## config.mk

```make
export PLATFORM = sky130hd
export DESIGN_NAME = dmach_engine
export DESIGN_NICKNAME = d
export VERILOG_FILES = /design/src/rtl/dmach_pkg.sv /design/src/rtl/dmach_addr_step.sv /design/src/rtl/dmach_flag.sv /design/src/rtl/dmach_seq.sv /design/src/rtl/dmach_engine.sv
export SDC_FILE = /design/constraint.sdc
export NUM_CORES = 1
export LEC_CHECK = 0
export BUFFER_PORTS_ARGS = -buffer_cell sky130_fd_sc_hd__buf_2
export CELL_PAD_IN_SITES_DETAIL_PLACEMENT = 1
export CELL_PAD_IN_SITES_GLOBAL_PLACEMENT = 2
export CORE_MARGIN = 10
export CORE_UTILIZATION = 25
export DETAILED_ROUTE_END_ITERATION = 8
export PLACE_DENSITY = 0.59
export SLEW_MARGIN = 20
export SYNTH_ARGS = -nofsm -noshare
export SYNTH_HDL_FRONTEND = slang
export SYNTH_SLANG_ARGS = --single-unit
```

## constraint.sdc

```tcl
create_clock -name clk -period 7.13 [get_ports clk]
set_clock_uncertainty 0.05 [all_clocks]
set_input_delay 1.0695 -clock clk [delete_from_list [all_inputs] [get_ports clk]]
set_output_delay 1.0695 -clock clk [all_outputs]
set_load 0.005 [all_outputs]
```

## src/rtl/dmach_pkg.sv

```systemverilog
package dmach_pkg;

  typedef enum logic [1:0] {
    ST_IDLE  = 2'd0,
    ST_RD    = 2'd1,
    ST_RWAIT = 2'd2,
    ST_WR    = 2'd3
  } dmach_state_e;

  typedef struct packed {
    logic [1:0] wcode;
    logic [1:0] burst;
    logic       src_inc;
    logic       dst_inc;
    logic       hw_req;
    logic       circ;
  } dmach_ctrl_t;

  // Beats in one unit, minus one.
  function automatic logic [2:0] unit_beats_m1(input logic [1:0] code);
    case (code)
      2'd1:    unit_beats_m1 = 3'd3;
      2'd2:    unit_beats_m1 = 3'd7;
      default: unit_beats_m1 = 3'd0;
    endcase
  endfunction

endpackage

```

## src/rtl/dmach_addr_step.sv

```systemverilog
module dmach_addr_step #(
  parameter int AW = 32
) (
  input  logic          clk,
  input  logic          rst_n,
  input  logic          load,
  input  logic [AW-1:0] start,
  input  logic          step,
  input  logic          inc_en,
  input  logic [1:0]    wcode,
  output logic [AW-1:0] addr
);

  logic [AW-1:0] stride;
  assign stride = AW'(1) << wcode;

  always_ff @(posedge clk or negedge rst_n) begin
    if (!rst_n)             addr <= '0;
    else if (load)          addr <= start;
    else if (step && inc_en) addr <= addr + stride;
  end

  AST_FIXED_ADDR: assert property (@(posedge clk) disable iff (!rst_n)
    (!load && !inc_en) |=> $stable(addr));

endmodule

```

## src/rtl/dmach_flag.sv

```systemverilog
module dmach_flag (
  input  logic clk,
  input  logic rst_n,
  input  logic set,
  input  logic clr,
  input  logic irq_en,
  output logic done,
  output logic irq
);

  always_ff @(posedge clk or negedge rst_n) begin
    if (!rst_n)   done <= 1'b0;
    else if (set) done <= 1'b1;
    else if (clr) done <= 1'b0;
  end

  assign irq = done & irq_en;

  AST_SET_WINS: assert property (@(posedge clk) disable iff (!rst_n)
    set |=> done);
  AST_FLAG_STICKY: assert property (@(posedge clk) disable iff (!rst_n)
    (done && !clr) |=> done);

endmodule

```

## src/rtl/dmach_seq.sv

```systemverilog
module dmach_seq
  import dmach_pkg::*;
#(
  parameter int CW = 16
) (
  input  logic          clk,
  input  logic          rst_n,
  input  logic          en_req,
  input  logic          dis_req,
  input  logic          freeze,
  input  logic          preq,
  input  logic          hw,
  input  logic          circ,
  input  logic          fill,
  input  logic [1:0]    burst,
  input  logic [CW-1:0] len_m1,
  input  logic [CW-1:0] thr_m1,
  input  logic          mem_ready,
  input  logic          mem_rvalid,
  output logic          start,
  output logic          reload,
  output logic          step,
  output logic          take_rdata,
  output logic          set_done,
  output logic          on,
  output logic [CW:0]   idx,
  output logic          mem_valid,
  output logic          mem_write
);

  dmach_state_e state;
  logic         stop_pend;
  logic         have_data;
  logic         issued;
  logic [2:0]   beat;
  logic         rd_hs, wr_hs, last_elem, last_beat, go, stop_now;

  assign mem_valid  = ((state == ST_RD) || (state == ST_WR)) && (!freeze || issued);
  assign mem_write  = (state == ST_WR);
  assign rd_hs      = (state == ST_RD) && mem_valid && mem_ready;
  assign wr_hs      = (state == ST_WR) && mem_valid && mem_ready;
  assign last_elem  = (idx == {1'b0, len_m1});
  assign last_beat  = (beat == unit_beats_m1(burst));
  assign stop_now   = stop_pend || dis_req;
  assign go         = on && !freeze && (!hw || preq);
  assign start      = en_req && !on;
  assign reload     = wr_hs && last_elem && circ;
  assign step       = wr_hs;
  assign take_rdata = (state == ST_RWAIT) && mem_rvalid;
  assign set_done   = wr_hs && (idx == {1'b0, thr_m1});

  always_ff @(posedge clk or negedge rst_n) begin
    if (!rst_n) begin
      state     <= ST_IDLE;
      on        <= 1'b0;
      stop_pend <= 1'b0;
      have_data <= 1'b0;
      issued    <= 1'b0;
      beat      <= '0;
      idx       <= '0;
    end else begin
      issued <= mem_valid && !mem_ready;
      if (start) begin
        on        <= 1'b1;
        idx       <= '0;
        stop_pend <= 1'b0;
        have_data <= 1'b0;
        beat      <= '0;
        state     <= ST_IDLE;
      end else begin
        if (dis_req && on) stop_pend <= 1'b1;
        case (state)
          ST_IDLE: begin
            if (on && stop_now) begin
              on        <= 1'b0;
              stop_pend <= 1'b0;
            end else if (go) begin
              beat  <= '0;
              state <= (fill && have_data) ? ST_WR : ST_RD;
            end
          end
          ST_RD: if (rd_hs) state <= ST_RWAIT;
          ST_RWAIT: begin
            if (mem_rvalid) begin
              have_data <= 1'b1;
              state     <= ST_WR;
            end
          end
          default: begin
            if (wr_hs) begin
              idx  <= idx + (CW+1)'(1);
              beat <= beat + 3'd1;
              if (last_elem) begin
                state <= ST_IDLE;
                if (circ) begin
                  idx <= '0;
                  if (stop_now) begin
                    on        <= 1'b0;
                    stop_pend <= 1'b0;
                  end
                end else begin
                  on        <= 1'b0;
                  stop_pend <= 1'b0;
                end
              end else if (last_beat) begin
                state <= ST_IDLE;
                if (stop_now) begin
                  on        <= 1'b0;
                  stop_pend <= 1'b0;
                end
              end else begin
                state <= (fill && have_data) ? ST_WR : ST_RD;
              end
            end
          end
        endcase
      end
    end
  end

  AST_VALID_HOLD: assert property (@(posedge clk) disable iff (!rst_n)
    (mem_valid && !mem_ready) |=> (mem_valid && $stable(mem_write)));
  AST_IDX_BOUND: assert property (@(posedge clk) disable iff (!rst_n)
    idx <= ({1'b0, len_m1} + (CW+1)'(1)));
  AST_FREEZE_IDX: assert property (@(posedge clk) disable iff (!rst_n)
    (freeze && !mem_valid && !start) |=> $stable(idx));
  AST_OFF_AT_BOUNDARY: assert property (@(posedge clk) disable iff (!rst_n)
    $fell(on) |-> ($past(state) == ST_IDLE || $past(wr_hs)));
  AST_HW_WAITS: assert property (@(posedge clk) disable iff (!rst_n)
    (state == ST_IDLE && hw && !preq) |=> (state == ST_IDLE));

endmodule

```

## src/rtl/dmach_engine.sv

```systemverilog
module dmach_engine
  import dmach_pkg::*;
#(
  parameter int AW = 32,
  parameter int DW = 32,
  parameter int CW = 16
) (
  input  logic          clk,
  input  logic          rst_n,
  input  logic [AW-1:0] cfg_src_addr,
  input  logic [AW-1:0] cfg_dst_addr,
  input  logic [CW-1:0] cfg_len_m1,
  input  logic [CW-1:0] cfg_thr_m1,
  input  logic [1:0]    cfg_width,
  input  logic [1:0]    cfg_burst,
  input  logic          cfg_src_inc,
  input  logic          cfg_dst_inc,
  input  logic          cfg_hw_req,
  input  logic          cfg_circular,
  input  logic          cfg_irq_en,
  input  logic          ch_enable,
  input  logic          ch_disable,
  input  logic          freeze,
  input  logic          periph_req,
  input  logic          done_clr,
  output logic          ch_on,
  output logic [CW:0]   ch_index,
  output logic          done_flag,
  output logic          irq,
  output logic          bus_hold,
  output logic          mem_valid,
  input  logic          mem_ready,
  output logic          mem_write,
  output logic [AW-1:0] mem_addr,
  output logic [1:0]    mem_size,
  output logic [DW-1:0] mem_wdata,
  input  logic          mem_rvalid,
  input  logic [DW-1:0] mem_rdata
);

  localparam int NSIDE = 2;  // 0 = source, 1 = destination

  dmach_ctrl_t                ctrl_q;
  logic [CW-1:0]              len_q, thr_q;
  logic [NSIDE-1:0][AW-1:0]   base_q, load_val, addr_cur;
  logic [NSIDE-1:0]           inc;
  logic [DW-1:0]              data_q;
  logic                       start, reload, step, take_rdata, set_done;
  logic                       fill, circ_eff;

  assign fill     = !ctrl_q.src_inc && ctrl_q.dst_inc && !ctrl_q.hw_req;
  assign circ_eff = ctrl_q.circ && ctrl_q.hw_req;
  assign inc      = {ctrl_q.dst_inc, ctrl_q.src_inc};

  always_ff @(posedge clk or negedge rst_n) begin
    if (!rst_n) begin
      ctrl_q <= '0;
      len_q  <= '0;
      thr_q  <= '0;
      base_q <= '0;
      data_q <= '0;
    end else begin
      if (start) begin
        ctrl_q    <= '{wcode: cfg_width, burst: cfg_burst, src_inc: cfg_src_inc,
                       dst_inc: cfg_dst_inc, hw_req: cfg_hw_req, circ: cfg_circular};
        len_q     <= cfg_len_m1;
        thr_q     <= cfg_thr_m1;
        base_q[0] <= cfg_src_addr;
        base_q[1] <= cfg_dst_addr;
      end
      if (take_rdata) data_q <= mem_rdata;
    end
  end

  assign load_val[0] = start ? cfg_src_addr : base_q[0];
  assign load_val[1] = start ? cfg_dst_addr : base_q[1];

  for (genvar s = 0; s < NSIDE; s++) begin : g_side
    dmach_addr_step #(.AW(AW)) u_step (
      .clk    (clk),
      .rst_n  (rst_n),
      .load   (start || reload),
      .start  (load_val[s]),
      .step   (step),
      .inc_en (inc[s]),
      .wcode  (ctrl_q.wcode),
      .addr   (addr_cur[s])
    );
  end

  dmach_seq #(.CW(CW)) u_seq (
    .clk        (clk),
    .rst_n      (rst_n),
    .en_req     (ch_enable),
    .dis_req    (ch_disable),
    .freeze     (freeze),
    .preq       (periph_req),
    .hw         (ctrl_q.hw_req),
    .circ       (circ_eff),
    .fill       (fill),
    .burst      (ctrl_q.burst),
    .len_m1     (len_q),
    .thr_m1     (thr_q),
    .mem_ready  (mem_ready),
    .mem_rvalid (mem_rvalid),
    .start      (start),
    .reload     (reload),
    .step       (step),
    .take_rdata (take_rdata),
    .set_done   (set_done),
    .on         (ch_on),
    .idx        (ch_index),
    .mem_valid  (mem_valid),
    .mem_write  (mem_write)
  );

  dmach_flag u_flag (
    .clk    (clk),
    .rst_n  (rst_n),
    .set    (set_done),
    .clr    (done_clr),
    .irq_en (cfg_irq_en),
    .done   (done_flag),
    .irq    (irq)
  );

  assign mem_addr  = mem_write ? addr_cur[1] : addr_cur[0];
  assign mem_size  = ctrl_q.wcode;
  assign mem_wdata = data_q;
  assign bus_hold  = ch_on && fill;

  AST_REQ_STABLE: assert property (@(posedge clk) disable iff (!rst_n)
    (mem_valid && !mem_ready) |=> ($stable(mem_addr) && $stable(mem_wdata)));
  AST_HOLD_NEEDS_ON: assert property (@(posedge clk) disable iff (!rst_n)
    bus_hold |-> ch_on);
  AST_SW_NOT_CIRC: assert property (@(posedge clk) disable iff (!rst_n)
    (step && ch_on && !ctrl_q.hw_req && ch_index == {1'b0, len_q}) |=> !ch_on);

endmodule

```

[After elaboration in Yosys (flattened, before gate mapping)]
Index checks and enable logic that the tools add are counted.
Operators by class
  bitwise gates (word level): 1
  equal/unequal tests: 15
  $lt $le $gt $ge: 0
  shift operators: 1
  reduce and logical (&&, ||, !) cells: 49
  add/subtract/negate cells: 4
  muxes and demuxes: 50
  div/mod/pow operators: 0
  multiply operators: 0
Operator list (number)
  $mux W32: 7
  $mux W17: 5
  $add A32 B32 Y32: 2
  $eq A17 B16 Y1: 2
  $shl A1 B2 Y32 const A: 1
  $logic_and A1 B1 Y1: 22
  $mux W1: 20
  $mux W2: 9
  $add A17 B1 Y17 const B: 1
  $mux W3: 4
  $pmux W3 S2: 2
  $reduce_bool A2 Y1: 6
  $ne A3 B2 Y1 const B: 3
  $reduce_and A4 Y1: 2
  $eq A2 B2 Y1 const B: 3
  $ne A3 B3 Y1 const B: 2
  $pmux W2 S3: 1
  $logic_not A1 Y1: 5
  $logic_or A1 B1 Y1: 5
  $reduce_and A5 Y1: 1
  $reduce_bool A5 Y1: 1
  $eq A2 B1 Y1 const B: 2
  $ne A2 B1 Y1 const B: 2
  $pmux W1 S2: 2
  9 further kinds: 10
Storage, ports and cells
  memories: 0
  memory bits (writable): 0
  word-level logic and storage cells: 141
  bits of input ports: 146
  memory bits (read-only): 0
  register bits: 227
  output and inout port bits: 89
  bits in latches: 0

[Longest topological paths before layout]
Gate-level depths: netlist (run 1).
  depth in word-level cells: 10
  gate-level depth with buffers: 11
  depth with buffers taken out: 9

[Cells and area by module]
A second synthesis (run 1) with hierarchy kept.
Second synthesis, totals
  cell total of the unflattened synthesis: 990
  area total of the unflattened synthesis: 11651.2 um^2
Modules (own cells, without submodules)
  dmach_engine: cells each 330, area an instance 5680.4 um^2, times used 1, seq. area each 3403.3 um^2
  dmach_addr_step (g_side[0].u_step): cells each 220, area an instance 2037.0 um^2, times used 1, seq. area each 800.8 um^2
  dmach_seq: cells each 224, area an instance 1993.2 um^2, times used 1, seq. area each 650.6 um^2
  dmach_addr_step (g_side[1].u_step): cells each 212, area an instance 1898.1 um^2, times used 1, seq. area each 800.8 um^2
  dmach_flag: cells each 4, area an instance 42.5 um^2, times used 1, seq. area each 25.0 um^2

[Worst setup path after synthesis (run 1)]
No wires, ideal clock.
  kind: reg2out
  from: reg u_seq.state[0]
  to: out mem_addr[16]
  cell stages (with the launch flop): 5
  buffers on the path: 2
  required time: 6.010 ns
  data arrival time: 1.670 ns
  setup slack: 4.341 ns
  cells stage by stage: dfrtp_1 > ha_1 > buf_1 > clkbuf_1 > mux2_2
On the way
  cells in the longest elaborated chain, start to end: 2
Ends and longest elaborated chain
  from (decl): line dmach_seq.sv:31  | dmach_state_e state;
  from (signal assigned): line dmach_seq.sv:79  | state <= (fill && have_data) ? ST_WR : ST_RD;
  from (signal assigned): line dmach_seq.sv:112  | state <= (fill && have_data) ? ST_WR : ST_RD;
  $eq A2 B2 Y1: line dmach_seq.sv:39  | assign mem_write = (state == ST_WR);
  named net mem_write: line dmach_engine.sv:33  | output logic mem_write,
  $mux W32: line dmach_engine.sv:127  | assign mem_addr = mem_write ? addr_cur[1] : addr_cur[0];
  to (decl): line dmach_engine.sv:34  | output logic [AW-1:0] mem_addr,
The timed path passes the listed nets, and every way through them passes these cells.

[Worst setup path after layout (run 1)]
  from: reg u_seq.state[1]
  to: reg g_side[1].u_step.addr[13]
On the way
  cells in the longest elaborated chain, start to end: 9
  elaborated cells on any way between the ends: 12
  classes of those cells: eq/ne: 2; mux: 1; reduce/logical: 9
Ends and longest elaborated chain
  $eq A2 B1 Y1 / $eq A2 B2 Y1 (equally long branches): line dmach_seq.sv:38, dmach_seq.sv:41
  $logic_or A1 B1 Y1: line dmach_seq.sv:38  | assign mem_valid = ((state == ST_RD) || (state == ST_WR)) && (!freeze || issued);
  $logic_and A1 B1 Y1: line dmach_seq.sv:38
  $logic_and A1 B1 Y1 (*) (2 in a row): line dmach_seq.sv:41  | assign wr_hs = (state == ST_WR) && mem_valid && mem_ready;
  $logic_and A1 B1 Y1 (2 in a row): line dmach_seq.sv:47  | assign reload = wr_hs && last_elem && circ;
  $logic_or A1 B1 Y1: line dmach_engine.sv:82  | .load (start || reload),
  $mux W32 / $reduce_bool A2 Y1 (equally long branches)
  to (signal assigned): line dmach_addr_step.sv:19  | else if (load) addr <= start;
  to (signal assigned): line dmach_addr_step.sv:20  | else if (step && inc_en) addr <= addr + stride;
  to (decl): line dmach_addr_step.sv:11  | output logic [AW-1:0] addr
Mark *: on every way between the ends. The rest lies on a longest branch, timed or not.
A chain may end at the register's enable or synchronous reset.

==> results by group, run 1 <==
Setup path
  • CP Class: flop to flop
  • Worst Path Max Fanout: 42
  • CP endpoint kind: flop
  • Critical Path Source Type: flop
  • CP required: 7.51 ns
  • Arr. time, crit path: 4.12 ns

Timing
  • Post-route clock period utilization: 52.5%
  • Hold Vio Cnt, Final: 0
  • RSZ-0062 raised after global routing: false
  • Final setup TNS: 0 ns
  • Relative slew slack: 31.3%
  • Fmax: 267 MHz
  • Max-slew violations: 0
  • Worst Tran Pin Value: 1.03 ns
  • Final setup viols: 0
  • Min Clock Period, post-route: 3.74 ns

Floorplanning
  • Core Region: 45400 um^2
  • Die Wd: 234 um
  • Die height: 234 um
  • Die area: 54800 um^2
  • Io pins: 235
  • Initial Utilization: 25.3%
  • Rows: 78

Power
  • Peak VDD IR: 0.174 mV
  • Leak: 6.82 nW
  • PD cells: 421 nW/um^2

Layout
  • Fin nets: 1544
  • Layout area overhead: 24.0%
  • Share of cells above drive strength 1: 30.9%
  • Post-Route Utilization: 31.3%
  • Fin cells: 2007
  • Finished Cell Area: 14200 um^2

Yosys
  • Async set-reset flop share out of synthesis: 100%
  • Ys flop type: dfrtp_1
  • Mapped cell area: 11500 um^2
  • Synth area leader: dfrtp_1
  • Synth top cells by count: nand2_1 (351), dfrtp_1 (227), mux2_2 (126)
  • Post-synth top area share: 49.6%
  • Yosys warns: 0
  • Cells after Synth: 1169
  • Post-synth EDFFs: 0
  • Post-Syn Area per Cell: 9.80 um^2
  • Yosys cell types: 60
  • Synthesized flop and latch total: 227
  • Syn_nets: 1328
  • Most common cell in the synthesized netlist: nand2_1
  • Synth area leaders: dfrtp_1 (50%), mux2_2 (12%), nand2_1 (11%)
  • Sequential fraction of the synthesis area: 49.6%

Placement
  • GP Congestion: 0.729
  • DP HPWL: 28.1 mm
  • Port Buffer Count: 234
  • Cell Area, Placed: 13200 um^2
  • Dpl cells: 1953

Routing
  • DR DRC count: 0
  • Detailed Route WL: 38.5 mm
  • Initial drt markers: 367
  • Drt via density: 4.48
  • TritonRoute pass-1 iters: 4
  • Routed Antenna Nets: 0
  • WL/cell: 19.2 um
  • Total vias in the final route: 8982

Clock tree
  • PostCTS Resize Cnt: 0
  • CTS tree: done
  • H-tree depth: 1
  • CTS Buf Count: 29
  • Post-CTS setup buffer count: 0
  • Clk pin slew, worst setup/hold paths: 0.06 ns
  • Hold Buf Count CTS: 0
  • Clock buffer depth: 3
  • Clock root buffer: clkbuf_16
  • Clk_lat worst skew: 0.55 ns
  • Sink Count: 227

Global routing
  • Largest net degree at the start of global routing: 124
  • GRT Total Usage: 14.0%
  • First-pass GRT wire length: 60.2 mm
  • Antenna violations before repair: 5
  • Total global routing overflow: 0
  • Vias in the first global route: 9815

Job
  • Max-cap violations: 0

Status
  • Status: completed

Min path
  • Worst Hold Class: input port to async pin
-- power breakdown --
part           switching, mW  internal, mW  total [mW]
Combinational           1.17          1.02        2.19
Sequential             0.455          1.84        2.29
Clock                  0.591         0.912        1.50
-- critical path, cell delays in order, from the launching register on --
cell	delay (ns)
dfrtp_1	0.40
ha_2	0.86
and2_1	0.32
nand2_2	0.17
nor2_1	0.17
a31o_4	0.58
buf_4	0.58
mux2_2	0.40
-- cell families (layout without fill, tap and decap cells) --
group,after synthesis,in the layout,synth area share (%)
xor+xnor,100,100,7.64
flops,227,227,49.6
compound gates,69,69,4.08
fa+ha+maj,13,13,1.42
other cells,0,1,0
simple gates,559,559,21.8
mux,129,129,12.7
buf+inv,72,309,2.83
-- cell type report --
cell class,instances,area (um^2)
clock inverter,7,97.6
timing repair buffer,243,1270
clock buffer,45,876
fill,5279,31200
tap,600,751
antenna,1,2.50
multi-input combinational,870,5490
sequential,227,5680
inverter,14,52.6
-- per-layer routing --
layer / global-route usage, % / vias up / wire length, um
li1: - / 4360 / -
met1: 18.4 / 4445 / 17600
met2: 23.4 / 123 / 18600
met3: 2.51 / 48 / 1610
met4: 3.06 / 6 / 649
met5: 0 / - / 41
-- metrics by stage --
stage	setup slack, ns	hold WS, ns	power, mW
floorplan	4.34	0.386	3.67
global placement	3.42	0.403	4.52
detailed placement	3.31	0.406	4.57
CTS	3.29	0.422	6.12
global route	3.08	0.417	6.47
finish	3.39	0.395	5.99
-- state kept, by name (all words and copies together), names as in the netlist, 3 cells and up --
| signal | flops |
|---|---|
| base_q | 64 |
| g_side.u_step.addr | 64 |
| mem_wdata | 32 |
| u_seq.idx | 17 |
| len_q | 16 |
| thr_q | 16 |
| ctrl_q | 6 |
| u_seq.beat | 3 |
-- worst paths after layout --
check / start / endpoint / cells after the start / slack, ns
max: u_seq.state[1] / g_side[1].u_step.addr[13] / 7 / 3.39
min: rst_n / thr_q[11] / 1 / 0.39
max reg2reg: u_seq.state[1] / g_side[1].u_step.addr[13] / 7 / 3.39
min reg2reg: base_q[57] / base_q[57] / 2 / 0.42
max in group asynchronous: rst_n / u_seq.issued / 3 / 5.04
min in group clk: base_q[57] / base_q[57] / 2 / 0.42
-- cell usage in the layout (no fill, tap or decap), types with 4 or more instances in the layout --
cell         n
dfrtp_1    227
xnor2_1     53
buf_4        8
clkbuf_8     9
nor4_1      11
and4_1       9
clkbuf_1     7
a21oi_1     16
nand4_1     33
inv_1       14
xor2_1      47
o21a_1       4
nor3_1      23
clkbuf_16   29
nor2_1      46
or3_1        8
and3_1      10
mux2_2     126
nand3_1     37
nor2b_1      4
o21ai_0     25
ha_1        12
buf_2      233
nand2_1    351
No activity file was read; power rests on OpenSTA's default activity.
==> run 2, diff against run 1 <==
==> constraint.sdc (replaced) <==
create_clock -name clk -period 3.75 [get_ports clk]
set_clock_uncertainty 0.05 [all_clocks]
set_input_delay 0.5625 -clock clk [delete_from_list [all_inputs] [get_ports clk]]
set_output_delay 0.5625 -clock clk [all_outputs]
set_load 0.005 [all_outputs]
==> results by group, run 2 (synthesized netlist as in run 1, its figures left out) <==
Timing
  • Relative slew slack: 52.1%
  • Final setup viols: 0
  • Max-slew violations: 0
  • RSZ-0062 raised after global routing: false
  • Worst Tran Pin Value: 0.719 ns
  • Final setup TNS: 0 ns
  • Min Clock Period, post-route: 2.87 ns
  • Hold Vio Cnt, Final: 0
  • Fmax: 348 MHz
  • Post-route clock period utilization: 76.5%

Layout
  • Commonest non-fill, non-tap cells in the layout: nand2_1 (351), buf_2 (233), dfrtp_1 (227)
  • Fin nets: 1552
  • Layout area overhead: 25.1%
  • Area of the multi-input gates: 5490 um^2
  • Post-Route Utilization: 31.6%
  • Most common cell after layout, fill and taps aside: nand2_1
  • Share of cells above drive strength 1: 31.3%
  • Fill cells: 5245
  • Reg area: 5680 um^2
  • N_diodes: 0

Power
  • Peak VDD IR: 0.351 mV
  • PD cells: 807 nW/um^2
  • Leak: 6.89 nW

Setup path
  • CP endpoint kind: flop
  • Worst Path Max Fanout: 12
  • Arr. time, crit path: 3.25 ns
  • Max incr delay on CP: 0.56 ns
  • CP cell instances: nand2b_2 > xnor2_1 > ha_1 > nor2_1 > o21bai_1 > o221ai_2 > buf_4 > nor3_1 > xor2_1 > mux2_2
  • CP Class: flop to flop
  • Critical Path Source Type: flop
  • CP required: 4.13 ns
  • Slowest CP cell: o221ai_2

Clock tree
  • PostCTS Resize Cnt: 0
  • Sink Count: 227
  • Clk pin slew, worst setup/hold paths: 0.06 ns
  • Clk_lat worst skew: 0.56 ns
  • CTS tree: done
  • Clock root buffer: clkbuf_16
  • CTS Buf Count: 29
  • Clock buffer depth: 3
  • H-tree depth: 1

Floorplanning
  • Core Region: 45400 um^2
  • Rows: 78
  • Io pins: 235
  • Die height: 234 um
  • Die area: 54800 um^2
  • Initial Utilization: 25.3%
  • Die Wd: 234 um

Placement
  • Port Buffer Count: 234
  • GP Congestion: 0.782
  • DP HPWL: 28.5 mm

Global routing
  • Total global routing overflow: 0
  • Largest net degree at the start of global routing: 83
  • GRT Total Usage: 14.0%
  • Antenna violations before repair: 1
  • First-pass GRT wire length: 60.1 mm
  • Vias in the first global route: 9910

Status
  • Status: completed

Routing
  • Drt via density: 4.51
  • Initial drt markers: 369
  • DR DRC count: 0
  • Routed Antenna Nets: 0
  • WL/cell: 19.2 um
  • TritonRoute pass-1 iters: 4
  • Detailed Route WL: 38.6 mm
  • Total vias in the final route: 9075

Job
  • Max-cap violations: 0

Min path
  • Worst Hold Class: input port to flop
run 2: cell count changes in the layout (fill, tap and decap cells not counted), sizes merged:
cell         previous run  this run
bufinv                  2         6
buf                   243       250
diode                   1         0
clkinvlp                1         0
dlygate4sd3             0         1
clkinv                  3         7
clkbuf                 45        38
run 2: worst paths after layout:
kind	startpoint	end	slack, ns	cells after the start
setup reg to reg	mem_size[1]	g_side[1].u_step.addr[12]	0.88	10
hold reg to reg	base_q[9]	base_q[9]	0.41	2
setup / recovery	mem_size[1]	g_side[1].u_step.addr[12]	0.88	10
min in group asynchronous	rst_n	thr_q[3]	0.53	2
hold / removal	done_clr	u_flag.done	0.13	2
max in group asynchronous	rst_n	mem_wdata[8]	2.08	3
run 2: metrics by stage:
step / worst slack [ns] / power, mW / hold WS [ns] / cells / area (um^2)
after floorplan: 1.34 / 6.98 / 0.217 / 1169 / 11500
after global placement: 0.859 / 8.65 / 0.403 / 1961 / 13300
after detailed placement: 0.844 / 8.74 / 0.407 / 1961 / 13300
after CTS: 0.819 / 11.9 / 0.100 / 2014 / 14300
after global routing: 0.563 / 12.5 / 0.108 / 2014 / 14300
final: 0.880 / 11.6 / 0.134 / 2014 / 14300
run 2: what timing repair did:
item	in CTS	in global routing
hold buffers	1	0
endpoints found under the hold margin	40	0
setup buffers	0	0
run 2: report_power, final:
group          internal, mW  switching, mW  total (mW)
Clock                  1.88           1.13        3.01
Sequential             3.50          0.871        4.37
Combinational          1.97           2.23        4.19
Total                  7.35           4.22        11.6
run 2: final cells by class:
type,count,area share (%)
Clock buffer,38,5.51
Tap cell,600,5.24
Multi-Input combinational cell,870,38.3
Timing Repair Buffer,251,9.41
Inverter,14,0.367
Sequential cell,227,39.6
Clock inverter,14,1.56
run 2: routing by layer:
layer  vias up  GRT usage, %  wire, um
li1       4399             -         -
met1      4490          18.8     18000
met2       148          23.1     18400
met3        36          2.32      1550
met4         2          3.18       612
met5         -             0        13
run 2: worst max-delay path, delay by kind of cell (launching register included):
| kind | cells | cell delay [ns] |
|---|---|---|
| AO/OA/AOI/OAI | 2 | 0.64 |
| flip-flops | 1 | 0.50 |
| AND/OR/NAND/NOR | 3 | 0.47 |
| XOR/XNOR | 2 | 0.31 |
| multiplexers | 1 | 0.27 |
| adder cells (fa/ha/maj) | 1 | 0.26 |
| buffers and inverters | 1 | 0.25 |
==> run 3, diff against run 2 <==
--- a/config.mk
+++ b/config.mk
@@ -11,7 +11,7 @@
 export CORE_MARGIN = 10
 export CORE_UTILIZATION = 25
 export DETAILED_ROUTE_END_ITERATION = 8
-export PLACE_DENSITY = 0.59
+export PLACE_DENSITY = 0.61
 export SLEW_MARGIN = 20
 export SYNTH_ARGS = -nofsm -noshare
 export SYNTH_HDL_FRONTEND = slang
==> constraint.sdc (replaced) <==
create_clock -name clk -period 2.35 [get_ports clk]
set_clock_uncertainty 0.05 [all_clocks]
set_input_delay 0.3525 -clock clk [delete_from_list [all_inputs] [get_ports clk]]
set_output_delay 0.3525 -clock clk [all_outputs]
set_load 0.005 [all_outputs]
==> results by group, run 3 (synthesized netlist as in run 1, its figures left out) <==
Global routing
  • Vias in the first global route: 10800
  • Antenna violations before repair: 3
  • First-pass GRT wire length: 63.7 mm
  • Total global routing overflow: 0
  • GRT Total Usage: 14.7%
  • Largest net degree at the start of global routing: 62

Floorplanning
  • Die height: 234 um
  • Rows: 78
  • Die Wd: 234 um
  • Io pins: 235
  • Die area: 54800 um^2
  • Core Region: 45400 um^2
  • Initial Utilization: 25.3%

Timing
  • Relative slew slack: 59.0%
  • Hold Vio Cnt, Final: 0
  • Final setup TNS: -0.0198 ns
  • RSZ-0062 raised after global routing: true
  • Min Clock Period, post-route: 2.37 ns
  • Final setup viols: 1
  • Worst setup margin: -0.0198 ns
  • Worst Tran Pin Value: 0.609 ns
  • Max-slew violations: 0
  • Post-route clock period utilization: 101%
  • Fmax: 422 MHz

Routing
  • Routed Antenna Nets: 0
  • Initial drt markers: 326
  • TritonRoute pass-1 iters: 4
  • DR DRC count: 0
  • WL/cell: 18.4 um
  • Detailed Route WL: 40.7 mm
  • Total vias in the final route: 9780
  • Drt via density: 4.44

Power
  • Peak VDD IR: 0.455 mV
  • Leak: 7.89 nW
  • Tot Pwr: 19.3 mW
  • PD cells: 1180 nW/um^2

Layout
  • Area of the multi-input gates: 5780 um^2
  • Finished Cell Area: 16400 um^2
  • Layout area overhead: 43.4%
  • Reg area: 5680 um^2
  • Share of cells above drive strength 1: 34.3%
  • Fin nets: 1742
  • Fill cells: 5194
  • Commonest non-fill, non-tap cells in the layout: nand2_1 (349), buf_2 (233), dfrtp_1 (224)
  • Most common cell after layout, fill and taps aside: nand2_1

Setup path
  • CP Buf/Inv Count: 1
  • Worst Path Max Fanout: 10
  • Arr. time, crit path: 2.75 ns
  • Slowest CP cell: dfrtp_2
  • CP required: 2.73 ns
  • CP endpoint kind: flop
  • Max incr delay on CP: 0.44 ns
  • Crit-path leading delay family: simple AND/OR/NAND/NOR gates
  • CP Class: flop to flop
  • Critical Path Source Type: flop
  • R2r setup slk: -0.02 ns
  • R2r endpoint: g_side[0].u_step.addr[20]
  • CP cell instances: nand2b_4 > xnor2_4 > ha_4 > nor2_2 > o2111a_2 > nor3_4 > buf_12 > nand4_1 > xnor2_1 > mux2_1
  • Reg2reg path depth: 10
  • RR Startpoint: mem_size[1]

Clock tree
  • CTS Buf Count: 29
  • Sink Count: 227
  • Clk pin slew, worst setup/hold paths: 0.06 ns
  • H-tree depth: 1
  • Clk_lat worst skew: 0.56 ns
  • Clock buffer depth: 3
  • Clock root buffer: clkbuf_16
  • CTS tree: done

Min path
  • Worst Hold Class: input port to flop
  • Hold Path Depth: 3
  • Worst hold endpoint: base_q[54]
  • Worst Min Path Start: cfg_dst_addr[22]

Placement
  • GP Congestion: 0.817
  • Cell Area, Placed: 13900 um^2
  • Port Buffer Count: 234
  • DP HPWL: 30.3 mm
  • Setup slack at placement: -0.131 ns

Status
  • Failing checks: setup timing
  • Status: complete, but fails checks

Job
  • Max-cap violations: 0
## run 3: timing repair
action,in CTS,in global routing
endpoints found under the hold margin,167,0
setup buffers,3,4
hold buffers,118,0
gates resized for setup,28,27
pin swaps,1,13
endpoints found under the setup margin,55,53
## run 3: per-layer routing
layer  track usage, %  up-vias  wire [um]
met5                0        -         11
met4             3.33        2        627
met3             2.19       35       1540
met2             24.8      123      19600
met1             19.4     4853      18800
li1                 -     4767          -
## run 3: power by group
part / internal, mW / total, mW / switching [mW] / leakage [nW]
logic: 3.94 / 7.97 / 4.03 / 4.58
registers: 5.59 / 6.87 / 1.27 / 2.85
clock network: 2.72 / 4.50 / 1.77 / 0.464
total: 12.3 / 19.3 / 7.08 / 7.89
## run 3: worst reg2reg max path, stage by stage (launching register included)
cell	delay, ns
dfrtp_2	0.44
nand2b_4	0.19
xnor2_4	0.17
ha_4	0.16
nor2_2	0.04
o2111a_2	0.31
nor3_4	0.18
buf_12	0.16
nand4_1	0.12
xnor2_1	0.14
mux2_1	0.28
## run 3: final cells by class
| class | instances | area share, % |
|---|---|---|
| multi-input cells | 870 | 35.2 |
| flip-flops and latches | 227 | 34.6 |
| repair buffers | 441 | 19.5 |
| clock buffers | 38 | 4.93 |
| well taps | 600 | 4.57 |
| clock inverters | 12 | 0.868 |
| inverters | 14 | 0.320 |
| diodes | 2 | 0.0305 |
## run 3: per-stage QoR
step	hold WS, ns	cells	util, %
global placement	0.264	2027	30.7
detailed placement	0.267	2027	30.7
floorplan	0.00691	1169	-
global route	0.0203	2203	36.2
finish	0.0170	2204	36.2
CTS	0.00145	2198	35.8
## run 3: how the worst max path moves through the flow
stage,startpoint,depth (start not counted),end
6_report,mem_size[1],10,g_side[0].u_step.addr[20]
5_1_grt,mem_size[1],10,g_side[0].u_step.addr[20]
3_5_place_dp,mem_size[1],10,g_side[0].u_step.addr[20]
3_3_place_gp,mem_size[1],10,g_side[0].u_step.addr[20]
4_1_cts,mem_size[1],10,g_side[0].u_step.addr[20]
2_1_floorplan,mem_size[1],9,g_side[0].u_step.addr[20]
